<file path="src/rtl/vcopy_pkg.sv">
package vcopy_pkg;

  typedef enum logic [1:0] {
    CP_MERGE_INT = 2'd0,
    CP_ZERO_INT  = 2'd1,
    CP_MERGE_FP  = 2'd2,
    CP_NONE      = 2'd3
  } copy_form_e;

  typedef struct packed {
    copy_form_e  form;
    logic [1:0]  esz;
    logic        illegal;
    logic [63:0] imm;
    logic [3:0]  pred_sel;
    logic [4:0]  dst;
  } copy_ctl_t;

  // Expand packed 8-bit float constant into the element format chosen by esz.
  function automatic logic [63:0] fp8_expand(input logic [1:0] esz, input logic [7:0] k);
    logic a, b;
    logic [1:0] cd;
    logic [3:0] frac4;
    a     = k[7];
    b     = k[6];
    cd    = k[5:4];
    frac4 = k[3:0];
    case (esz)
      2'd1:    fp8_expand = {48'd0, a, ~b, {2{b}}, cd, frac4, 6'd0};
      2'd2:    fp8_expand = {32'd0, a, ~b, {5{b}}, cd, frac4, 19'd0};
      2'd3:    fp8_expand = {a, ~b, {8{b}}, cd, frac4, 48'd0};
      default: fp8_expand = 64'd0;
    endcase
  endfunction

endpackage

</file>
<file path="src/rtl/vcopy_decode.sv">
module vcopy_decode
  import vcopy_pkg::*;
(
  input  logic [31:0] insn,
  output copy_ctl_t   ctl
);

  logic        group_ok;
  logic        shift_flag;
  logic [63:0] int_imm;
  copy_form_e  form;

  always_comb begin
    group_ok   = (insn[31:24] == 8'h05) && (insn[21:20] == 2'b01);
    shift_flag = insn[13];

    if (insn[15:14] == 2'b01)      form = CP_MERGE_INT;
    else if (insn[15:14] == 2'b00) form = CP_ZERO_INT;
    else if (insn[15:13] == 3'b110) form = CP_MERGE_FP;
    else                           form = CP_NONE;

    int_imm = {{56{insn[12]}}, insn[12:5]};
    if (shift_flag) int_imm = int_imm << 8;

    ctl.form     = form;
    ctl.esz      = insn[23:22];
    ctl.pred_sel = insn[19:16];
    ctl.dst      = insn[4:0];
    ctl.imm      = (form == CP_MERGE_FP) ? fp8_expand(insn[23:22], insn[12:5]) : int_imm;
    ctl.illegal  = !group_ok
                || (form == CP_NONE)
                || ((form == CP_MERGE_FP) && (insn[23:22] == 2'd0))
                || ((form != CP_MERGE_FP) && (insn[23:22] == 2'd0) && shift_flag);
  end

endmodule

</file>
<file path="src/rtl/vcopy_lane_mask.sv">
module vcopy_lane_mask #(
  parameter int NBYTES = 32
) (
  input  logic [1:0]        esz,
  input  logic [NBYTES-1:0] pred,
  output logic [NBYTES-1:0] byte_mask
);

  for (genvar b = 0; b < NBYTES; b++) begin : g_byte
    localparam int HBASE = b & ~1;
    localparam int WBASE = b & ~3;
    localparam int DBASE = b & ~7;
    assign byte_mask[b] = (esz == 2'd0) ? pred[b]     :
                          (esz == 2'd1) ? pred[HBASE] :
                          (esz == 2'd2) ? pred[WBASE] : pred[DBASE];
  end

endmodule

</file>
<file path="src/rtl/vcopy_replicate.sv">
module vcopy_replicate #(
  parameter int NBYTES = 32
) (
  input  logic [1:0]          esz,
  input  logic [63:0]         imm,
  output logic [8*NBYTES-1:0] rep
);

  for (genvar b = 0; b < NBYTES; b++) begin : g_byte
    localparam int HOFF = 8 * (b % 2);
    localparam int WOFF = 8 * (b % 4);
    localparam int DOFF = 8 * (b % 8);
    assign rep[8*b +: 8] = (esz == 2'd0) ? imm[7:0]      :
                           (esz == 2'd1) ? imm[HOFF +: 8] :
                           (esz == 2'd2) ? imm[WOFF +: 8] : imm[DOFF +: 8];
  end

endmodule

</file>
<file path="src/rtl/vimm_copy_unit.sv">
module vimm_copy_unit
  import vcopy_pkg::*;
#(
  parameter int VLEN_BITS = 256
) (
  input  logic                   clk,
  input  logic                   rst_n,
  input  logic                   in_valid,
  input  logic [31:0]            insn,
  input  logic [VLEN_BITS-1:0]   src_vec,
  input  logic [VLEN_BITS/8-1:0] pred,
  output logic                   out_valid,
  output logic [VLEN_BITS-1:0]   out_vec,
  output logic                   out_illegal,
  output logic [4:0]             out_dst,
  output logic [3:0]             out_pred_sel
);

  localparam int NBYTES = VLEN_BITS / 8;

  copy_ctl_t            ctl;
  logic [NBYTES-1:0]    byte_mask;
  logic [VLEN_BITS-1:0] rep_vec;
  logic [VLEN_BITS-1:0] nxt_vec;

  vcopy_decode u_decode (
    .insn (insn),
    .ctl  (ctl)
  );

  vcopy_lane_mask #(.NBYTES(NBYTES)) u_mask (
    .esz       (ctl.esz),
    .pred      (pred),
    .byte_mask (byte_mask)
  );

  vcopy_replicate #(.NBYTES(NBYTES)) u_rep (
    .esz (ctl.esz),
    .imm (ctl.imm),
    .rep (rep_vec)
  );

  for (genvar b = 0; b < NBYTES; b++) begin : g_sel
    assign nxt_vec[8*b +: 8] = ctl.illegal  ? src_vec[8*b +: 8] :
                               byte_mask[b] ? rep_vec[8*b +: 8] :
                               (ctl.form == CP_ZERO_INT) ? 8'h00 : src_vec[8*b +: 8];
  end

  always_ff @(posedge clk or negedge rst_n) begin
    if (!rst_n) begin
      out_valid    <= 1'b0;
      out_vec      <= '0;
      out_illegal  <= 1'b0;
      out_dst      <= '0;
      out_pred_sel <= '0;
    end else begin
      out_valid <= in_valid;
      if (in_valid) begin
        out_vec      <= nxt_vec;
        out_illegal  <= ctl.illegal;
        out_dst      <= ctl.dst;
        out_pred_sel <= ctl.pred_sel;
      end
    end
  end

  a_r10_valid_follows: assert property (@(posedge clk) disable iff (!rst_n)
    in_valid |=> out_valid);
  a_r10_valid_drops: assert property (@(posedge clk) disable iff (!rst_n)
    !in_valid |=> !out_valid);
  a_r10_hold_when_idle: assert property (@(posedge clk) disable iff (!rst_n)
    !in_valid |=> $stable(out_vec) && $stable(out_illegal));
  a_r1_bad_group_illegal: assert property (@(posedge clk) disable iff (!rst_n)
    in_valid && (insn[31:24] != 8'h05) |=> out_illegal);
  a_r4_illegal_passthrough: assert property (@(posedge clk) disable iff (!rst_n)
    in_valid && ctl.illegal |=> out_illegal && (out_vec == $past(src_vec)));
  a_r7_zero_empty_pred: assert property (@(posedge clk) disable iff (!rst_n)
    in_valid && !ctl.illegal && (ctl.form == CP_ZERO_INT) && (pred == '0) |=> out_vec == '0);
  a_r11_dst_field: assert property (@(posedge clk) disable iff (!rst_n)
    in_valid |=> out_dst == $past(insn[4:0]));

endmodule

</file>
<file path="config.mk">
export PLATFORM = sky130hd
export DESIGN_NAME = vimm_copy_unit
export DESIGN_NICKNAME = d
export VERILOG_FILES = /design/src/rtl/vcopy_pkg.sv /design/src/rtl/vcopy_decode.sv /design/src/rtl/vcopy_lane_mask.sv /design/src/rtl/vcopy_replicate.sv /design/src/rtl/vimm_copy_unit.sv
export SDC_FILE = /design/constraint.sdc
export NUM_CORES = 1
export LEC_CHECK = 0
export ABC_AREA = 1
export BUFFER_PORTS_ARGS = -buffer_cell sky130_fd_sc_hd__buf_2
export CAP_MARGIN = 15
export CORE_AREA = 8 8 222 224
export DETAILED_ROUTE_END_ITERATION = 12
export DIE_AREA = 0 0 230 232
export GPL_ROUTABILITY_DRIVEN = 0
export PLACE_DENSITY = 0.65
export SETUP_SLACK_MARGIN = 0.02
export SLEW_MARGIN = 20
export SYNTH_ARGS = -nofsm -noshare
export SYNTH_HDL_FRONTEND = slang
export SYNTH_SLANG_ARGS = --single-unit
</file>
<file path="constraint.sdc">
create_clock -name clk -period 1.4 [get_ports clk]
set_clock_uncertainty 0.15 [all_clocks]
set_input_delay 0 -clock clk [delete_from_list [all_inputs] [get_ports clk]]
set_output_delay 0 -clock clk [all_outputs]
set_load 0.03 [all_outputs]
</file>
==> results of run 1 <==
==> cell usage after synthesis, types with 3 or more instances <==
| master | n |
|---|---|
| sky130_fd_sc_hd__inv_2 | 6 |
| sky130_fd_sc_hd__o21ai_2 | 4 |
| sky130_fd_sc_hd__a31oi_1 | 19 |
| sky130_fd_sc_hd__nand2_1 | 624 |
| sky130_fd_sc_hd__a22oi_1 | 3 |
| sky130_fd_sc_hd__buf_2 | 26 |
| sky130_fd_sc_hd__dfrtp_1 | 267 |
| sky130_fd_sc_hd__and2_1 | 3 |
| sky130_fd_sc_hd__a21oi_1 | 276 |
| sky130_fd_sc_hd__o211ai_1 | 8 |
| sky130_fd_sc_hd__nand2_2 | 3 |
| sky130_fd_sc_hd__nand3b_1 | 4 |
| sky130_fd_sc_hd__nor2_1 | 282 |
| sky130_fd_sc_hd__o21ai_1 | 35 |
| sky130_fd_sc_hd__or2_2 | 15 |
| sky130_fd_sc_hd__o21ai_0 | 114 |
| sky130_fd_sc_hd__clkbuf_1 | 57 |
| sky130_fd_sc_hd__buf_1 | 17 |
| sky130_fd_sc_hd__nor2_2 | 10 |
| sky130_fd_sc_hd__o21bai_1 | 14 |
| sky130_fd_sc_hd__nand3_1 | 202 |
| sky130_fd_sc_hd__inv_1 | 151 |
==> kinds of logic (layout without fill, tap and decap cells) <==
logic type             after synthesis  in the layout  synth area share
other                                0             17                 0
buffers and inverters              260           1468            0.0688
and+or+nand+nor                   1149           1149             0.315
DFF                                267            267             0.449
AOI/OAI and AO/OA                  476            476             0.168
==> power breakdown <==
part / internal [mW] / switching (mW) / leakage, nW
clock network: 6.27 / 3.62 / 0.598
logic: 3.00 / 4.71 / 9.71
registers: 8.41 / 0.494 / 3.03
==> flip-flops by register name, summed over array words and instances (netlist names) <==
| signal | cells |
|---|---|
| out_pred_sel | 4 |
| out_vec | 256 |
| out_valid | 1 |
| out_dst | 5 |
| out_illegal | 1 |
==> per-stage QoR <==
| step | setup TNS, ns | hold slack, ns | total power [mW] | cells |
|---|---|---|---|---|
| after floorplan | -1.13 | -0.446 | 12.1 | 2152 |
| after CTS | 0 | -0.367 | 26.2 | 3965 |
| after global routing | 0 | -0.377 | 27.3 | 3975 |
| after detailed placement | -116.79 | -0.269 | 15.5 | 3544 |
| after global placement | -108.21 | -0.268 | 15.4 | 3544 |
| final | 0 | -0.376 | 26.5 | 3984 |
==> repair_timing <==
| item | 4_1_cts | 5_1_grt |
|---|---|---|
| pin swaps | 0 | 9 |
| endpoints found under the setup margin | 18 | 182 |
| cloned | 0 | 1 |
| hold buffers | 364 | 5 |
| setup buffers | 0 | 14 |
| resized for setup | 17 | 96 |
| hold endpoints to repair | 534 | 75 |
==> per-layer routing <==
metal	up-vias	track usage	wire, microns	share of wire
li1	9417	-	-	-
met1	10100	0.385	33600	0.37
met2	1687	0.512	40700	0.45
met3	453	0.0932	10400	0.11
met4	28	0.192	6430	0.071
met5	-	0	192	0.0021
==> layout make-up <==
type                    count  area [sq um]
repair buffers           1254          9610
flip-flops and latches    267          6680
multi-input cells        1625          7690
clock inverters            22           400
fillers                  3930         19200
clock buffers              35           831
diodes                     17          42.5
inverters                 157           604
well taps                 607           759
==> worst max-delay path by stage <==
stage                   end  slack [ns]  cells past startpoint         start
5_1_grt        out_vec[240]    0.000006                      8       insn[5]
2_1_floorplan  out_vec[107]       -0.03                     10      insn[13]
3_5_place_dp   out_vec[182]       -0.64                     13      insn[13]
4_1_cts        out_vec[103]        0.02                      1  out_vec[103]
6_report        out_vec[54]       0.005                      1   out_vec[54]
3_3_place_gp   out_vec[182]       -0.59                     13      insn[13]
==> results_tabular.tex, run 1 <==
\begin{tabular}{lr}
\hline
Metric & Value \\
\hline
\multicolumn{2}{l}{\textbf{Synth}} \\
\quad Post-synth EDFFs & 0 \\
\quad Ranking of synthesized cells by area & sky130\_fd\_sc\_hd\_\_dfrtp\_1, sky130\_fd\_sc\_hd\_\_nand2\_1, sky130\_fd\_sc\_hd\_\_a21oi\_1 \\
\quad \#FFs+latches synth & 267 \\
\quad Number of unique standard cell types used by synthesis & 30 \\
\quad Total standard cell area after synthesis & 14900 sq um \\
\quad Share of flip-flops with an asynchronous set or reset & 1.00 \\
\quad Most frequently used flop master after synthesis & sky130\_fd\_sc\_hd\_\_dfrtp\_1 \\
\quad Cell taking the most area after synthesis & sky130\_fd\_sc\_hd\_\_dfrtp\_1 \\
\quad Number of instances in the synthesized netlist & 2152 \\
\quad Syn Area/Cell & 6.91 sq um \\
\quad Seq/Total Area, Yosys & 0.449 \\
\quad Yosys top cell area share & 0.449 \\
\quad Synthesized Nets & 2475 \\
\quad Synthesis warning total & 0 \\
\multicolumn{2}{l}{\textbf{Timing}} \\
\quad Max-slew headroom & 0.634 \\
\quad Final number of setup-violating endpoints & 0 \\
\quad Number of max-slew violations in the final report & 0 \\
\quad Minimum clock period after layout & 1.40 ns \\
\quad Ratio of final minimum period to clock period & 0.997 \\
\quad Max frequency & 717 MHz \\
\quad Endpoints failing hold & 85 \\
\quad Hold slack final & -0.376 ns \\
\quad RSZ-0062 raised after global routing & true \\
\quad Worst Tran Pin Value & 0.547 ns \\
\quad Setup WS post-layout & 0.00475 ns \\
\multicolumn{2}{l}{\textbf{Placement}} \\
\quad Instance area after placement & 21300 sq um \\
\quad Minimum setup slack after placement & -0.643 ns \\
\quad Estimated wirelength of the detail-placed design & 65700 microns \\
\quad Port bufs & 589 \\
\multicolumn{2}{l}{\textbf{GRT}} \\
\quad First-pass GRT wire length & 133000 microns \\
\quad Total routing resource utilization after global routing & 0.322 \\
\quad Maximum number of pins on one net before global-route repair & 77 \\
\quad Number of antenna violations at the first check in global routing & 26 \\
\quad Vias in the first global route & 21700 \\
\quad Total congestion overflow after global routing & 0 \\
\multicolumn{2}{l}{\textbf{Clock network}} \\
\quad Clock buffer count from CTS & 31 \\
\quad Insertion delay of the later-clocked pin in the worst-skew pair & 0.59 ns \\
\quad Clock input transition at the sequential cells of the worst setup and hold paths & 0.06 ns \\
\quad Maximum root-to-sink buffer count & 3 \\
\quad Level count of the clock H-tree & 1 \\
\quad Clock tree from TritonCTS & built \\
\quad \# clock sinks & 267 \\
\quad Clk Tree Root Cell & sky130\_fd\_sc\_hd\_\_clkbuf\_16 \\
\multicolumn{2}{l}{\textbf{Final layout}} \\
\quad Number of nets in the layout & 3659 \\
\quad Fraction of layout instances using a drive strength above 1 & 0.330 \\
\quad Area growth from synthesis to layout & 78.9\% \\
\quad Final instance area & 26600 sq um \\
\quad Most used cells in the layout excluding fill and tap cells & sky130\_fd\_sc\_hd\_\_nand2\_1, sky130\_fd\_sc\_hd\_\_buf\_2, sky130\_fd\_sc\_hd\_\_dlygate4sd3\_1, sky130\_fd\_sc\_hd\_\_buf\_4, sky130\_fd\_sc\_hd\_\_a21oi\_1 \\
\quad Most common library cell in the layout ignoring fill and taps & sky130\_fd\_sc\_hd\_\_nand2\_1 \\
\quad Final core occ & 0.580 \\
\multicolumn{2}{l}{\textbf{Worst setup path}} \\
\quad RR Startpoint & out\_vec[59] \\
\quad Capture instance of the worst register-to-register path & out\_vec[59] \\
\quad Largest stage delay on the critical path & 0.48 ns \\
\quad FF-to-FF path depth & 3 \\
\quad Maximum fanout along the worst path & 2 \\
\quad Worst Setup End Kind & output port \\
\quad Worst-case register-to-register setup slack & 0.06 ns \\
\quad Required time of the worst setup path & 1.25 ns \\
\quad Setup crit start kind & flop \\
\quad Ordered cell list for the critical path & buf\_6 \\
\quad Worst setup path category & flop to output port \\
\quad Arrival time at the worst endpoint & 1.25 ns \\
\quad Cell family with most CP delay & flip-flops \\
\quad Count of buffer and inverter cells on the critical path & 1 \\
\quad Critical-path top delay cell & sky130\_fd\_sc\_hd\_\_dfrtp\_1 \\
\multicolumn{2}{l}{\textbf{Route}} \\
\quad DR iter-0 viols & 2627 \\
\quad Via-per-instance ratio & 5.44 \\
\quad Total wirelength of the detailed-routed design & 91200 microns \\
\quad Number of search-and-repair iterations in the first detailed-routing pass & 8 \\
\quad Vias & 21700 \\
\quad Drt drc & 0 \\
\quad Antenna Violating Nets Remaining & 0 \\
\quad Routed length per placed instance & 22.9 microns \\
\multicolumn{2}{l}{\textbf{Floorplan}} \\
\quad Die outline area & 53400 sq um \\
\quad Die span in x & 230 microns \\
\quad Die height & 232 microns \\
\quad Total I/O pin count & 590 \\
\quad Initial standard-cell utilization of the core & 0.324 \\
\quad Core area & 45900 sq um \\
\quad Core Rows & 79 \\
\multicolumn{2}{l}{\textbf{Job}} \\
\quad Max-cap violation count & 0 \\
\multicolumn{2}{l}{\textbf{Worst hold path}} \\
\quad Worst Hold Launch & in\_valid \\
\quad Class of the worst hold path & input port to flop \\
\quad Worst hold stages & 3 \\
\quad Terminating pin of the worst hold path & out\_vec[176] \\
\multicolumn{2}{l}{\textbf{Run status}} \\
\quad Result of the run & finished, violations left \\
\quad Violated checks & hold timing \\
\multicolumn{2}{l}{\textbf{Pwr}} \\
\quad PD cells & 996 nW/um\^{}2 \\
\quad Worst voltage drop across the vdd grid & 807 uV \\
\quad Standby leakage power & 13.3 nW \\
\hline
\end{tabular}
Power figures use the tool's default switching activity.
==> run 2: changes to the inputs <==
--- a/config.mk
+++ b/config.mk
@@ -13,7 +13,7 @@
 export DIE_AREA = 0 0 230 232
 export GPL_ROUTABILITY_DRIVEN = 0
 export PLACE_DENSITY = 0.65
-export SETUP_SLACK_MARGIN = 0.02
+export REMOVE_ABC_BUFFERS = 1
 export SLEW_MARGIN = 20
 export SYNTH_ARGS = -nofsm -noshare
 export SYNTH_HDL_FRONTEND = slang
==> run 2 against run 1 <==
Net effect: the run still ends with hold timing left; setup slack gained 0.013 ns; die area is the same; sequential cell count is the same; final cell count shrank 0.30%; cell area shrank 2.1%; sequential power shrank 0.6%; wire length shrank 5.1%; fmax grew 0.94%; non-clock buffer count shrank 7; count of clock-buffer cells in the layout grew 10; core utilization shrank 1.2 points; critical endpoint is now out_vec[101]; largest cell class unchanged; largest power group is now registers.
==> results_tabular.tex, run 2 (synthesis gave the netlist of run 1 again) <==
\begin{tabular}{lr}
\hline
Metric & Value \\
\hline
\multicolumn{2}{l}{\textbf{Timing}} \\
\quad Minimum clock period after layout & 1.38 ns \\
\quad Number of max-slew violations in the final report & 0 \\
\quad Max frequency & 723 MHz \\
\quad RSZ-0062 raised after global routing & true \\
\quad Final number of setup-violating endpoints & 0 \\
\quad Max-slew headroom & 0.597 \\
\quad Worst Tran Pin Value & 0.605 ns \\
\quad Hold slack final & -0.383 ns \\
\quad Endpoints failing hold & 50 \\
\quad Ratio of final minimum period to clock period & 0.987 \\
\multicolumn{2}{l}{\textbf{Worst setup path}} \\
\quad Arrival time at the worst endpoint & 1.69 ns \\
\quad Largest stage delay on the critical path & 0.57 ns \\
\quad Setup crit start kind & flop \\
\quad Ordered cell list for the critical path & nor2\_1, dlygate4sd3\_1, a21oi\_1 \\
\quad Maximum fanout along the worst path & 2 \\
\quad RR Startpoint & out\_vec[101] \\
\quad Count of buffer and inverter cells on the critical path & 1 \\
\quad Worst setup path category & flop to flop \\
\quad Capture instance of the worst register-to-register path & out\_vec[101] \\
\quad FF-to-FF path depth & 3 \\
\quad Critical-path top delay cell & sky130\_fd\_sc\_hd\_\_dlygate4sd3\_1 \\
\quad Cell family with most CP delay & buffers and inverters \\
\quad Worst Setup End Kind & flop \\
\quad Worst-case register-to-register setup slack & 0.02 ns \\
\quad Required time of the worst setup path & 1.71 ns \\
\multicolumn{2}{l}{\textbf{Placement}} \\
\quad Instance area after placement & 20500 sq um \\
\quad Estimated wirelength of the detail-placed design & 60900 microns \\
\quad Port bufs & 589 \\
\quad Placed Cells incl. Taps & 3507 \\
\multicolumn{2}{l}{\textbf{Clock network}} \\
\quad Clock tree from TritonCTS & built \\
\quad Level count of the clock H-tree & 1 \\
\quad Clock input transition at the sequential cells of the worst setup and hold paths & 0.06 ns \\
\quad \# clock sinks & 267 \\
\quad Maximum root-to-sink buffer count & 3 \\
\quad Clk Tree Root Cell & sky130\_fd\_sc\_hd\_\_clkbuf\_16 \\
\quad Insertion delay of the later-clocked pin in the worst-skew pair & 0.58 ns \\
\quad Clock buffer count from CTS & 30 \\
\multicolumn{2}{l}{\textbf{Run status}} \\
\quad Result of the run & finished, violations left \\
\quad Violated checks & hold timing \\
\multicolumn{2}{l}{\textbf{Route}} \\
\quad Antenna Violating Nets Remaining & 0 \\
\quad Number of search-and-repair iterations in the first detailed-routing pass & 6 \\
\quad Total wirelength of the detailed-routed design & 86600 microns \\
\quad Vias & 21100 \\
\quad DR iter-0 viols & 1912 \\
\quad Routed length per placed instance & 21.8 microns \\
\quad Drt drc & 0 \\
\quad Via-per-instance ratio & 5.32 \\
\multicolumn{2}{l}{\textbf{Floorplan}} \\
\quad Total I/O pin count & 590 \\
\quad Initial standard-cell utilization of the core & 0.324 \\
\quad Core area & 45900 sq um \\
\quad Core Rows & 79 \\
\quad Die outline area & 53400 sq um \\
\quad Die span in x & 230 microns \\
\quad Die height & 232 microns \\
\multicolumn{2}{l}{\textbf{Final layout}} \\
\quad Most common library cell in the layout ignoring fill and taps & sky130\_fd\_sc\_hd\_\_buf\_2 \\
\quad Area growth from synthesis to layout & 75.1\% \\
\quad Top Registers & out\_vec (256), out\_dst (5), out\_pred\_sel (4) \\
\quad Fraction of layout instances using a drive strength above 1 & 0.315 \\
\quad Post-route insts no fill & 3972 \\
\quad Layout filler cell count & 4062 \\
\quad Final instance area & 26000 sq um \\
\quad Flip-flop count of the largest register, all copies and words added & 256 \\
\quad Register ranked first by flip-flop count & out\_vec \\
\quad Most used cells in the layout excluding fill and tap cells & sky130\_fd\_sc\_hd\_\_buf\_2, sky130\_fd\_sc\_hd\_\_nand2\_1, sky130\_fd\_sc\_hd\_\_dlygate4sd3\_1, sky130\_fd\_sc\_hd\_\_dfrtp\_1, sky130\_fd\_sc\_hd\_\_a21oi\_1 \\
\quad Number of nets in the layout & 3653 \\
\multicolumn{2}{l}{\textbf{Worst hold path}} \\
\quad Worst Hold Launch & in\_valid \\
\quad Worst hold stages & 2 \\
\quad Terminating pin of the worst hold path & out\_vec[23] \\
\quad Class of the worst hold path & input port to flop \\
\multicolumn{2}{l}{\textbf{Pwr}} \\
\quad PD cells & 928 nW/um\^{}2 \\
\quad Worst voltage drop across the vdd grid & 771 uV \\
\quad Standby leakage power & 13.1 nW \\
\quad Post-layout total power & 24.2 mW \\
\multicolumn{2}{l}{\textbf{Job}} \\
\quad Max-cap violation count & 0 \\
\multicolumn{2}{l}{\textbf{GRT}} \\
\quad Vias in the first global route & 21500 \\
\quad Total congestion overflow after global routing & 0 \\
\quad First-pass GRT wire length & 129000 microns \\
\quad Number of antenna violations at the first check in global routing & 16 \\
\quad Maximum number of pins on one net before global-route repair & 76 \\
\quad Total routing resource utilization after global routing & 0.308 \\
\hline
\end{tabular}
## run 2: cell count changes in the layout (fill, tap and decap cells not counted), sizes merged
| cell | delta |
|---|---|
| buf | -39 |
| dlygate4sd3 | +31 |
| bufinv | -9 |
| clkbuf | +6 |
| clkinv | -6 |
| dlymetal6s4s | +5 |
| clkinvlp | +3 |
| inv | -2 |
| diode | -1 |
## run 2: what timing repair did
| action | in CTS | in global routing |
|---|---|---|
| endpoints found under the setup margin | 156 | 232 |
| buffers inserted | 0 | 9 |
| pin swaps | 2 | 10 |
| gates resized for setup | 24 | 137 |
| hold buffers | 394 | 4 |
| endpoints found under the hold margin | 534 | 47 |
| cloned | 0 | 4 |
## run 2: worst register-to-register path: stages (launching register included)
cell	delay, ns
sky130_fd_sc_hd__dfrtp_1	0.39
sky130_fd_sc_hd__nor2_1	0.12
sky130_fd_sc_hd__dlygate4sd3_1	0.57
sky130_fd_sc_hd__a21oi_1	0.04
## run 2: per-layer routing
metal | track usage | vias to the layer above | part of all wire | wire, microns
met5 | 0 | - | 0.00087 | 75
met4 | 0.150 | 12 | 0.057 | 4920
met3 | 0.0635 | 353 | 0.091 | 7840
met2 | 0.516 | 1455 | 0.47 | 40400
met1 | 0.374 | 9953 | 0.38 | 33300
li1 | - | 9368 | - | -
## run 2: final cells by class
type,instances,area (sq um),area share
repair buffers,1247,9390,0.361
multi-input cells,1625,7570,0.291
flip-flops and latches,267,6680,0.257
clock buffers,45,898,0.0345
well taps,607,759,0.0292
inverters,157,606,0.0233
clock inverters,6,82.6,0.00317
diodes,16,40.0,0.00154
repair inverters,2,15.0,0.000576
## run 2: power breakdown
group | total (mW) | switching [mW] | internal, mW
registers | 8.86 | 0.443 | 8.41
logic | 7.28 | 4.54 | 2.74
clock network | 8.04 | 3.30 | 4.74
total | 24.2 | 8.28 | 15.9
## run 2: through the flow
stage | setup WS, ns | TNS [ns] | utilization
finish | 0.0177 | 0 | 0.568
global route | -0.0704 | -0.735 | 0.567
CTS | -0.00111 | -0.00111 | 0.557
detailed placement | -0.713 | -154.29 | 0.447
global placement | -0.685 | -144.55 | 0.447
floorplan | -2.36 | -417.50 | -
## run 2: worst max-delay path by stage
stage                       from            to  slack, ns  cells after the start
finish              out_vec[101]  out_vec[101]       0.02                      3
detailed placement      insn[23]  out_vec[171]      -0.71                     11
global route            insn[27]  out_vec[255]      -0.07                     12
global placement        insn[23]  out_vec[169]      -0.69                     11
CTS                     insn[23]   out_vec[47]     -0.001                     13
floorplan               insn[23]  out_vec[159]      -2.36                     11
